[src/rtl/cal_pkg.sv]
package cal_pkg;
  localparam int BYTE_W    = 8;
  localparam int FIELD_NUM = 7;
  localparam int IDX_W     = 3;

  typedef enum logic [IDX_W-1:0] {
    F_SEC = 3'd0, F_MIN = 3'd1, F_HOUR = 3'd2, F_DOW = 3'd3,
    F_DATE = 3'd4, F_MON = 3'd5, F_YEAR = 3'd6
  } fieldIdx_t;

  typedef struct packed {
    logic advance;
    logic store;
  } ctrlStrobes_t;

  typedef logic [FIELD_NUM-1:0][BYTE_W-1:0] timeVec_t;

  // decode a stored byte to a binary count
  function automatic logic [6:0] toBin(input logic [7:0] v, input logic bcd);
    logic [7:0] sum;
    sum = {4'd0, v[7:4]} * 8'd10 + {4'd0, v[3:0]};
    return bcd ? sum[6:0] : v[6:0];
  endfunction

  // encode a binary count into the selected format
  function automatic logic [7:0] fromBin(input logic [6:0] b, input logic bcd);
    logic [6:0] tens;
    logic [6:0] ones;
    tens = b / 7'd10;
    ones = b % 7'd10;
    return bcd ? {tens[3:0], ones[3:0]} : {1'b0, b};
  endfunction
endpackage

[src/rtl/cal_ctrl.sv]
module cal_ctrl
  import cal_pkg::*;
(
  input  logic         clk,
  input  logic         rstN,
  input  logic         secTick,
  input  logic         setHold,
  input  logic         wrEn,
  output ctrlStrobes_t strb,
  output logic         updDone
);
  always_comb begin
    strb.advance = secTick && !setHold;
    strb.store   = wrEn;
  end

  always_ff @(posedge clk) begin
    if (!rstN) updDone <= 1'b0;
    else       updDone <= strb.advance;
  end
endmodule

[src/rtl/cal_datapath.sv]
module cal_datapath
  import cal_pkg::*;
#(
  parameter int LEAP_PERIOD = 4
) (
  input  logic               clk,
  input  logic               rstN,
  input  ctrlStrobes_t       strb,
  input  logic               useBcd,
  input  logic               hour12,
  input  logic [IDX_W-1:0]   wrIdx,
  input  logic [BYTE_W-1:0]  wrData,
  input  logic [IDX_W-1:0]   rdIdx,
  output logic [BYTE_W-1:0]  rdData,
  output timeVec_t           timeQ
);
  timeVec_t nextQ;

  logic [6:0] secB, minB, hrB, dowB, dateB, monB, yrB;
  logic [6:0] secN, minN, hrN, dowN, dateN, monN, yrN;
  logic       pmB, pmN;
  logic       secWrap, minWrap, dayCarry, dateWrap, monWrap, isLeap;
  logic [6:0] lastDay;
  logic [7:0] hrEnc;

  always_comb begin
    secB  = toBin(timeQ[F_SEC], useBcd);
    minB  = toBin(timeQ[F_MIN], useBcd);
    hrB   = hour12 ? toBin({1'b0, timeQ[F_HOUR][6:0]}, useBcd)
                   : toBin(timeQ[F_HOUR], useBcd);
    pmB   = hour12 && timeQ[F_HOUR][7];
    dowB  = toBin(timeQ[F_DOW], useBcd);
    dateB = toBin(timeQ[F_DATE], useBcd);
    monB  = toBin(timeQ[F_MON], useBcd);
    yrB   = toBin(timeQ[F_YEAR], useBcd);

    secWrap = secB >= 7'd59;
    secN    = secWrap ? 7'd0 : secB + 7'd1;
    minWrap = secWrap && (minB >= 7'd59);
    minN    = secWrap ? (minB >= 7'd59 ? 7'd0 : minB + 7'd1) : minB;

    hrN      = hrB;
    pmN      = pmB;
    dayCarry = 1'b0;
    if (minWrap) begin
      if (hour12) begin
        if (hrB == 7'd11) begin
          hrN      = 7'd12;
          pmN      = !pmB;
          dayCarry = pmB;
        end else if (hrB >= 7'd12) begin
          hrN = 7'd1;
        end else begin
          hrN = hrB + 7'd1;
        end
      end else if (hrB >= 7'd23) begin
        hrN      = 7'd0;
        dayCarry = 1'b1;
      end else begin
        hrN = hrB + 7'd1;
      end
    end

    isLeap = (int'(yrB) % LEAP_PERIOD) == 0;
    case (monB)
      7'd2:                        lastDay = isLeap ? 7'd29 : 7'd28;
      7'd4, 7'd6, 7'd9, 7'd11:     lastDay = 7'd30;
      default:                     lastDay = 7'd31;
    endcase

    dowN     = dayCarry ? (dowB >= 7'd7 ? 7'd1 : dowB + 7'd1) : dowB;
    dateWrap = dayCarry && (dateB >= lastDay);
    dateN    = dayCarry ? (dateWrap ? 7'd1 : dateB + 7'd1) : dateB;
    monWrap  = dateWrap && (monB >= 7'd12);
    monN     = dateWrap ? (monWrap ? 7'd1 : monB + 7'd1) : monB;
    yrN      = monWrap ? (yrB >= 7'd99 ? 7'd0 : yrB + 7'd1) : yrB;

    hrEnc = fromBin(hrN, useBcd);
    nextQ[F_SEC]  = fromBin(secN, useBcd);
    nextQ[F_MIN]  = fromBin(minN, useBcd);
    nextQ[F_HOUR] = hour12 ? {pmN, hrEnc[6:0]} : hrEnc;
    nextQ[F_DOW]  = fromBin(dowN, useBcd);
    nextQ[F_DATE] = fromBin(dateN, useBcd);
    nextQ[F_MON]  = fromBin(monN, useBcd);
    nextQ[F_YEAR] = fromBin(yrN, useBcd);
  end

  for (genvar k = 0; k < FIELD_NUM; k++) begin : g_field
    localparam logic [BYTE_W-1:0] RST_VAL =
      (k == int'(F_DOW) || k == int'(F_DATE) || k == int'(F_MON)) ? 8'd1 : 8'd0;
    logic [BYTE_W-1:0] wrVal;
    if (k == int'(F_SEC)) begin : g_ro
      assign wrVal = {1'b0, wrData[6:0]};
    end else begin : g_rw
      assign wrVal = wrData;
    end
    always_ff @(posedge clk) begin
      if (!rstN)                                   timeQ[k] <= RST_VAL;
      else if (strb.store && wrIdx == IDX_W'(k))   timeQ[k] <= wrVal;
      else if (strb.advance)                       timeQ[k] <= nextQ[k];
    end
  end

  always_comb begin
    rdData = '0;
    for (int i = 0; i < FIELD_NUM; i++)
      if (rdIdx == IDX_W'(i)) rdData = timeQ[i];
  end
endmodule

[src/rtl/cal_counter.sv]
module cal_counter
  import cal_pkg::*;
#(
  parameter int LEAP_PERIOD = 4
) (
  input  logic              clk,
  input  logic              rstN,
  input  logic              secTick,
  input  logic              setHold,
  input  logic              useBcd,
  input  logic              hour12,
  input  logic              wrEn,
  input  logic [IDX_W-1:0]  wrIdx,
  input  logic [BYTE_W-1:0] wrData,
  input  logic [IDX_W-1:0]  rdIdx,
  output logic [BYTE_W-1:0] rdData,
  output logic              updDone
);
  ctrlStrobes_t strb;
  timeVec_t     timeQ;

  cal_ctrl ctrlI (
    .clk(clk), .rstN(rstN), .secTick(secTick), .setHold(setHold),
    .wrEn(wrEn), .strb(strb), .updDone(updDone)
  );

  cal_datapath #(.LEAP_PERIOD(LEAP_PERIOD)) dpI (
    .clk(clk), .rstN(rstN), .strb(strb), .useBcd(useBcd), .hour12(hour12),
    .wrIdx(wrIdx), .wrData(wrData), .rdIdx(rdIdx), .rdData(rdData),
    .timeQ(timeQ)
  );
endmodule

[config.mk]
export PLATFORM = sky130hd
export DESIGN_NAME = cal_counter
export DESIGN_NICKNAME = d
export VERILOG_FILES = /design/src/rtl/cal_pkg.sv /design/src/rtl/cal_ctrl.sv /design/src/rtl/cal_datapath.sv /design/src/rtl/cal_counter.sv
export SDC_FILE = /design/constraint.sdc
export NUM_CORES = 1
export LEC_CHECK = 0
export BUFFER_PORTS_ARGS = -buffer_cell sky130_fd_sc_hd__buf_4
export CELL_PAD_IN_SITES_DETAIL_PLACEMENT = 0
export CELL_PAD_IN_SITES_GLOBAL_PLACEMENT = 2
export CORE_UTILIZATION = 38
export DETAILED_ROUTE_END_ITERATION = 6
export PLACE_DENSITY = 0.83
export SLEW_MARGIN = 40
export SYNTH_ARGS = -nofsm -noshare
export SYNTH_HDL_FRONTEND = slang
export SYNTH_SLANG_ARGS = --single-unit
[constraint.sdc]
create_clock -name clk -period 7.9 [get_ports clk]
set_input_delay 1.58 -clock clk [delete_from_list [all_inputs] [get_ports clk]]
set_output_delay 1.58 -clock clk [all_outputs]
set_load 0.01 [all_outputs]
==> results of run 1 <==
[final cells by class]
| class | instances | share of cell area |
|---|---|---|
| inverter | 34 | 0.01184 |
| timing repair buffer | 53 | 0.03667 |
| tap | 330 | 0.03830 |
| clock buffer | 11 | 0.02251 |
| sequential | 57 | 0.1058 |
| multi-input combinational | 1189 | 0.7775 |
| clock inverter | 5 | 0.007311 |
[worst max path at each step]
stage                        from       endpoint  slack, ns  depth (start not counted)
floorplan                  useBcd  dpI.timeQ[51]       0.83                         31
global placement           useBcd  dpI.timeQ[51]       0.51                         27
detailed placement         useBcd  dpI.timeQ[51]       0.26                         27
CTS                 dpI.timeQ[45]  dpI.timeQ[51]       0.44                         30
global route        dpI.timeQ[45]  dpI.timeQ[51]       0.03                         30
finish              dpI.timeQ[45]  dpI.timeQ[51]       0.66                         30
[cell usage in the layout, fill, tap and decap left out, drive strengths merged, types with 15 or more instances in the layout]
cell and n:
nand2 159, nor2 108, a21oi 103, o21ai 86, ha 68, nand3 61, dfxtp 57, buf 52
nor3 43, o211ai 38, a31oi 33, inv 31, a211oi 29, mux2i 27, xnor2 26, mux2 26
o211a 19, and3 17, nand2b 16, nand4 16, a21o 15, or3 15, and2 15
[registers in the layout, summed over array words and instances, names as in the netlist]
register and flops:
ctrlI.updDone 1, dpI.timeQ 56
[kinds of logic after synthesis]
logic type / count (synthesis)
AOI/OAI and AO/OA: 487
xor gates and xnor gates: 36
DFF: 57
buffers and inverters: 112
muxes: 60
adders and majority gates: 86
and+or+nand+nor: 520
[per-layer routing]
metal / part of all wire / track usage / up-vias
met5: 0 / 0 / -
met4: 0.027 / 0.08923 / 0
met3: 0.071 / 0.04066 / 64
met2: 0.45 / 0.4419 / 453
met1: 0.45 / 0.3811 / 5231
li1: - / - / 5233
[where the power goes]
part / internal [mW] / switching (mW)
clock: 0.284 / 0.151
combinational: 0.398 / 0.624
sequential: 0.312 / 0.0567
total: 0.994 / 0.832
[timing repair]
action,CTS,global route
setup endpoints to repair,0,4
buffers inserted,0,0
gates resized for setup,0,3
hold buffers,0,0
[critical path, delay by kind of cell (launching register included)]
family                   cells  cell delay [ns]
flip-flops                   1             0.49
adder cells (fa/ha/maj)      5             1.51
AND/OR/NAND/NOR             12             2.97
AO/OA/AOI/OAI               10             2.02
buffers and inverters        3             0.17
==> results.md, run 1 <==
- Post-synth top cells: 159 x nand2_1, 108 x nor2_1, 99 x a21oi_1
- Reg area: 0.001141 mm2
- Ratio of cells with drive above 1 in the final layout: 0.1164
- Gr ovfl total: 0
- DRC: 0
- Area contributors post-synth: dfxtp_1 11%, ha_1 8.5%, nand2_1 6.0%
- Layout Utilization: 0.4233
- H-tree levels: 3
- Root Buffer Master: clkbuf_16
- Compound-cell area share of the yosys netlist: 0.3554
- Adder-Cell Fraction of Synth Area: 0.1174
- Placeable core region: 0.02547 mm2
- CTS Sinks: 57
- Post-Syn Area per Cell: 7.355 um2
- Clock transition at path regs: 0.06 ns
- Vias in the first global route: 9,904
- CTS tree: done
- Worst-case clock buffer depth: 2
- Post-synthesis simple-gate area fraction: 0.2585
- Prevailing post-synth register cell: dfxtp_1
- Initial antenna violation count: 0
- Reg2Reg Depth: 30
- Die width: 164.1 um
- Max-slew violations: 0
- CP dominant cell by count: ha_1
- XOR/XNOR Fraction of Synth Area: 0.03157
- Area post-placement: 0.01043 mm2
- Setup Total Neg Slack: 0 ns
- Fmax: 138.1 MHz
- Most frequent cell after synthesis: nand2_1
- Run status: complete, no violations
- Async S/R FF share, synth: 0
- Hold depth: 1
- Synth top area share: 0.1142
- Fin area: 0.01078 mm2
- Mux cell area share after synthesis: 0.07215
- Largest net degree at the start of global routing: 62
- Clk_lat worst skew: 0.34 ns
- Final setup violating endpoints: 0
- IO buf count: 29
- Setup WS pre-CTS: 0.2629 ns
- Netlist cell types: 104
- Hold_ws: 0.5467 ns
- Worst setup margin: 0.6602 ns
- Die height: 164.1 um
- Maxcap violations: 0
- Post-Syn Area: 0.009988 mm2
- Max VDD drop: 124.2 uV
- Hold Crit Start: dpI.timeQ[7]
- Lkg Pwr: 4.334 nW
- TritonRoute pass-1 iters: 5
- Final Hold Viols: 0
- Routed WL per cell: 22.08 um
- Final worst clock skew: 0.01071 ns
- Max transition margin: 0.4719
- Syn_nets: 1,461
- RSZ-0062 raised after global routing: no
- Starting Density: 0.3921
- Inserted Diodes: 0
- Largest family of logic cells by synthesized area: compound AO/OA/AOI/OAI gates
- Cell taking the most area after synthesis: dfxtp_1
- Final WL: 37,060 um
- Global Route Usage Sum: 0.2774
- CP arrival: 7.47 ns
- First-pass GRT wire length: 57,670 um
- R2r endpoint: dpI.timeQ[51]
- CTS Buf Count: 9
- Top-Level Pins: 30
- Max stage delay cell, worst path: or4_4
- Post-route ant nets: 0
- Largest stage delay, worst path: 0.59 ns
- CP max FO: 9
- Nets: 1,447
- Design Power: 1.826 mW
- Via count: 10,980
- Via density: 6.540
- Hold crit path type: reg2reg
- Initial DRC Count: 1,164
- Yosys warns: 0
- Routability cong.: 0.9840
- R2R Setup Slk: 0.66 ns
- Row count: 58
- Power per cell area: 169.3 mW/mm2
- Fill cell count: 2,623
- Final std cells w/o fill: 1,679
- Multi-input gate area: 0.008383 mm2
- Worst-Margin Slew: 0.7892 ns
- Period utilization: 0.9164
- Syn Inst Count: 1,358
- Flip-flop and latch count after synthesis: 57
- Worst Hold Endpoint: dpI.timeQ[7]
- Min Clock Period, post-route: 7.240 ns
- Critical path required time: 8.13 ns
- Post-synth EDFFs: 0
- Setup Crit Path Kind: reg2reg
- DP Cell Count: 1,662
- Area grow syn2layout: 7.942%
- Final HPWL DP: 27,720 um
- Sequential area share after synthesis: 0.1142
- Worst Setup Start Kind: flip-flop
- Die area: 0.02694 mm2
- RR Startpoint: dpI.timeQ[45]
- Worst Setup End Kind: flip-flop
Note: power is estimated with default switching activity, not from simulation.
==> run 2, diff against run 1 <==
--- a/config.mk
+++ b/config.mk
@@ -5,10 +5,12 @@
 export SDC_FILE = /design/constraint.sdc
 export NUM_CORES = 1
 export LEC_CHECK = 0
+export ABC_AREA = 1
 export BUFFER_PORTS_ARGS = -buffer_cell sky130_fd_sc_hd__buf_4
 export CELL_PAD_IN_SITES_DETAIL_PLACEMENT = 0
 export CELL_PAD_IN_SITES_GLOBAL_PLACEMENT = 2
-export CORE_UTILIZATION = 38
+export CORE_ASPECT_RATIO = 1.4
+export CORE_UTILIZATION = 35
 export DETAILED_ROUTE_END_ITERATION = 6
 export PLACE_DENSITY = 0.83
 export SLEW_MARGIN = 40
==> results.md, run 2 <==
- Gr ovfl total: 0 (unchanged)
- Post-Syn Area: 0.008932 mm2 (was 0.009988 mm2)
- Reg area: 0.001141 mm2 (unchanged)
- Maxcap violations: 0 (unchanged)
- Worst Setup End Kind: flip-flop (unchanged)
- Final std cells w/o fill: 1,814 (was 1,679)
- Inserted Diodes: 0 (unchanged)
- Final worst clock skew: 0.009443 ns (was 0.01071 ns)
- Via count: 9,546 (was 10,980)
- CTS resizes: 0 (unchanged)
- TritonRoute pass-1 iters: 5 (unchanged)
- Final Hold Viols: 0 (unchanged)
- Net switching power of the design: 0.7266 mW (was 0.8317 mW)
- Run status: complete, no violations (unchanged)
- First-pass GRT wire length: 48,770 um (was 57,670 um)
- Post-Syn Area per Cell: 6.044 um2 (was 7.355 um2)
- Row count: 68 (was 58)
- CP dominant cell by count: nand2_1 (was ha_1)
- Netlist cell types: 56 (was 104)
- Routed WL per cell: 16.73 um (was 22.08 um)
- DP Cell Count: 1,798 (was 1,662)
- Initial DRC Count: 500 (was 1,164)
- Post-CTS Setup Inserts: 0 (unchanged)
- Die area: 0.02617 mm2 (was 0.02694 mm2)
- Commonest non-fill, non-tap cell in the layout: nand2_1 (unchanged)
- Cell taking the most area after synthesis: nand2_1 (was dfxtp_1)
- Area grow syn2layout: 8.671% (was 7.942%)
- Fill cell count: 2,805 (was 2,623)
- Die width: 137.0 um (was 164.1 um)
- Initial antenna violation count: 0 (unchanged)
- Root Buffer Master: clkbuf_16 (unchanged)
- Final setup violating endpoints: 0 (unchanged)
- IO buf count: 29 (unchanged)
- Period utilization: 0.8541 (was 0.9164)
- Final WL: 30,340 um (was 37,060 um)
- Clock transition at path regs: 0.06 ns (about the same)
- Via density: 5.262 (was 6.540)
- Design Power: 1.603 mW (was 1.826 mW)
- Placeable core region: 0.02484 mm2 (was 0.02547 mm2)
- Ratio of cells with drive above 1 in the final layout: 0.1268 (was 0.1164)
- Worst setup margin: 1.153 ns (was 0.6602 ns)
- Post-route ant nets: 0 (unchanged)
- Setup WS pre-CTS: 0.7412 ns (was 0.2629 ns)
- Setup Total Neg Slack: 0 ns (unchanged)
- Biggest register: dpI.timeQ (unchanged)
- Largest net degree at the start of global routing: 46 (was 62)
- Sequential area share after synthesis: 0.1277 (was 0.1142)
- CTS Sinks: 57 (unchanged)
- Comb power frac: 0.509 (was 0.559)
- Multi-input gate area: 0.006710 mm2 (was 0.008383 mm2)
- Post-synth top cells: 417 x nand2_1, 200 x inv_1, 126 x nand3_1 (was 159 x nand2_1, 108 x nor2_1, 99 x a21oi_1)
- Syn Inst Count: 1,478 (was 1,358)
- Most frequent cells in the layout: 417 x nand2_1, 200 x inv_1, 126 x nand3_1, 99 x nor2_1, 68 x ha_1 (was 159 x nand2_1, 106 x nor2_1, 99 x a21oi_1, 83 x o21ai_0, 68 x ha_1)
- Int Power: 0.8759 mW (was 0.9941 mW)
- Fmax: 148.2 MHz (was 138.1 MHz)
- Min Clock Period, post-route: 6.747 ns (was 7.240 ns)
- Power per cell area: 165.1 mW/mm2 (was 169.3 mW/mm2)
- Top-Level Pins: 30 (unchanged)
- RSZ-0062 raised after global routing: no (unchanged)
- H-tree levels: 3 (unchanged)
- Largest stage delay, worst path: 0.55 ns (was 0.59 ns)
- Worst Setup Start Kind: input pin (was flip-flop)
- CP max FO: 42 (was 9)
- Reg power frac: 0.221 (was 0.202)
- Final HPWL DP: 24,410 um (was 27,720 um)
- CTS Buf Count: 9 (unchanged)
- Vias in the first global route: 9,372 (was 9,904)
- DRC: 0 (unchanged)
- Most frequent cell after synthesis: nand2_1 (unchanged)
- Yosys warns: 0 (unchanged)
- Flip-flop and latch count after synthesis: 57 (unchanged)
- Hold_ws: 0.4993 ns (was 0.5467 ns)
- Max VDD drop: 92.34 uV (was 124.2 uV)
- Critical path required time: 8.16 ns (was 8.13 ns)
- Worst-Margin Slew: 0.7571 ns (was 0.7892 ns)
- Top Registers: dpI.timeQ: 56 flops, ctrlI.updDone: 1 flops (unchanged)
- Largest register FFs: 56 (unchanged)
- Hold crit path type: reg2reg (unchanged)
- Prevailing post-synth register cell: dfxtp_1 (unchanged)
- Post-CTS Hold Fix Bufs: 0 (unchanged)
- Global Route Usage Sum: 0.2410 (was 0.2774)
- Max transition margin: 0.4914 (was 0.4719)
- Starting Density: 0.3595 (was 0.3921)
- Synth top area share: 0.1752 (was 0.1142)
- Syn_nets: 1,581 (was 1,461)
- Lkg Pwr: 4.816 nW (was 4.334 nW)
- Worst-case clock buffer depth: 2 (unchanged)
- Routability cong.: 0.8876 (was 0.9840)
- Clock Power Share: 0.271 (was 0.239)
- Async S/R FF share, synth: 0 (unchanged)
- Max-slew violations: 0 (unchanged)
- Post-synth EDFFs: 0 (unchanged)
- Area contributors post-synth: nand2_1 18%, dfxtp_1 13%, ha_1 9.5% (was dfxtp_1 11%, ha_1 8.5%, nand2_1 6.0%)
- Die height: 191.0 um (was 164.1 um)
- CTS tree: done (unchanged)
- Max stage delay cell, worst path: buf_4 (was or4_4)
- CP arrival: 7.01 ns (was 7.47 ns)
- Clk_lat worst skew: 0.34 ns (about the same)
- Sw frac: 0.4534 (was 0.4555)
- Setup Crit Path Kind: in2reg (was reg2reg)
- Nets: 1,597 (was 1,447)
-- run 2: cell types whose count changed after synthesis, moves of 36 or more --
cell / previous run / this run
a21oi_1: 99 / 63
inv_1: 32 / 200
clkbuf_1: 51 / 12
nand3_1: 59 / 126
nand2_1: 159 / 417
nand2_2: 0 / 36
-- run 2: power groups by stage --
stage	clock network, mW	registers [mW]	logic [mW]
global placement	0	0.360	0.815
finish	0.434	0.353	0.815
floorplan	0	0.341	0.638
detailed placement	0	0.360	0.816
CTS	0.437	0.354	0.820
global route	0.448	0.356	0.932
-- run 2: kinds of logic (layout without fill, tap and decap cells) --
kind of cell             count (synthesis)  after routing  synth area share
AO/OA/AOI/OAI                          265            265            0.1909
buffers and inverters                  263            284            0.1227
XOR/XNOR                                30             30           0.03110
AND/OR/NAND/NOR                        781            781            0.4009
flip-flops                              57             57            0.1277
adder cells (fa/ha/maj)                 82             82            0.1266
-- run 2: worst paths after layout --
path,startpoint,end,slack [ns],cells past startpoint
max reg2reg,dpI.timeQ[45],dpI.timeQ[49],1.72,38
min reg2reg,dpI.timeQ[3],dpI.timeQ[3],0.50,2
min,dpI.timeQ[3],dpI.timeQ[3],0.50,2
max,useBcd,dpI.timeQ[26],1.15,31
-- run 2: worst max-delay path: cells and delay by family --
kind / cells / cell delay, ns
adder cells (fa/ha/maj): 3 / 0.66
AO/OA/AOI/OAI: 4 / 0.90
buffers and inverters: 4 / 1.28
AND/OR/NAND/NOR: 20 / 2.56
-- run 2: metal layers --
layer  up-vias  global-route usage  part of all wire
li1       4929                   -                 -
met1      4372              0.2823              0.42
met2       189              0.4361              0.51
met3        56             0.02890             0.038
met4         0             0.09806             0.036
met5         -                   0                 0
-- run 2: area by class of cell --
type                            instances  area share
Multi-Input combinational cell       1158      0.6913
Sequential cell                        57      0.1176
Inverter                              233     0.09036
Tap cell                              315     0.04060
Timing Repair Buffer                   35     0.02707
Clock buffer                           11     0.02501
Clock inverter                          5    0.008121
-- run 2: per-stage QoR --
stage | cell area (um2) | util
2_1_floorplan | 8932 | -
3_3_place_gp | 9368 | 0.3771
3_5_place_dp | 9380 | 0.3776
4_1_cts | 9702 | 0.3905
5_1_grt | 9707 | 0.3907
6_report | 9707 | 0.3907
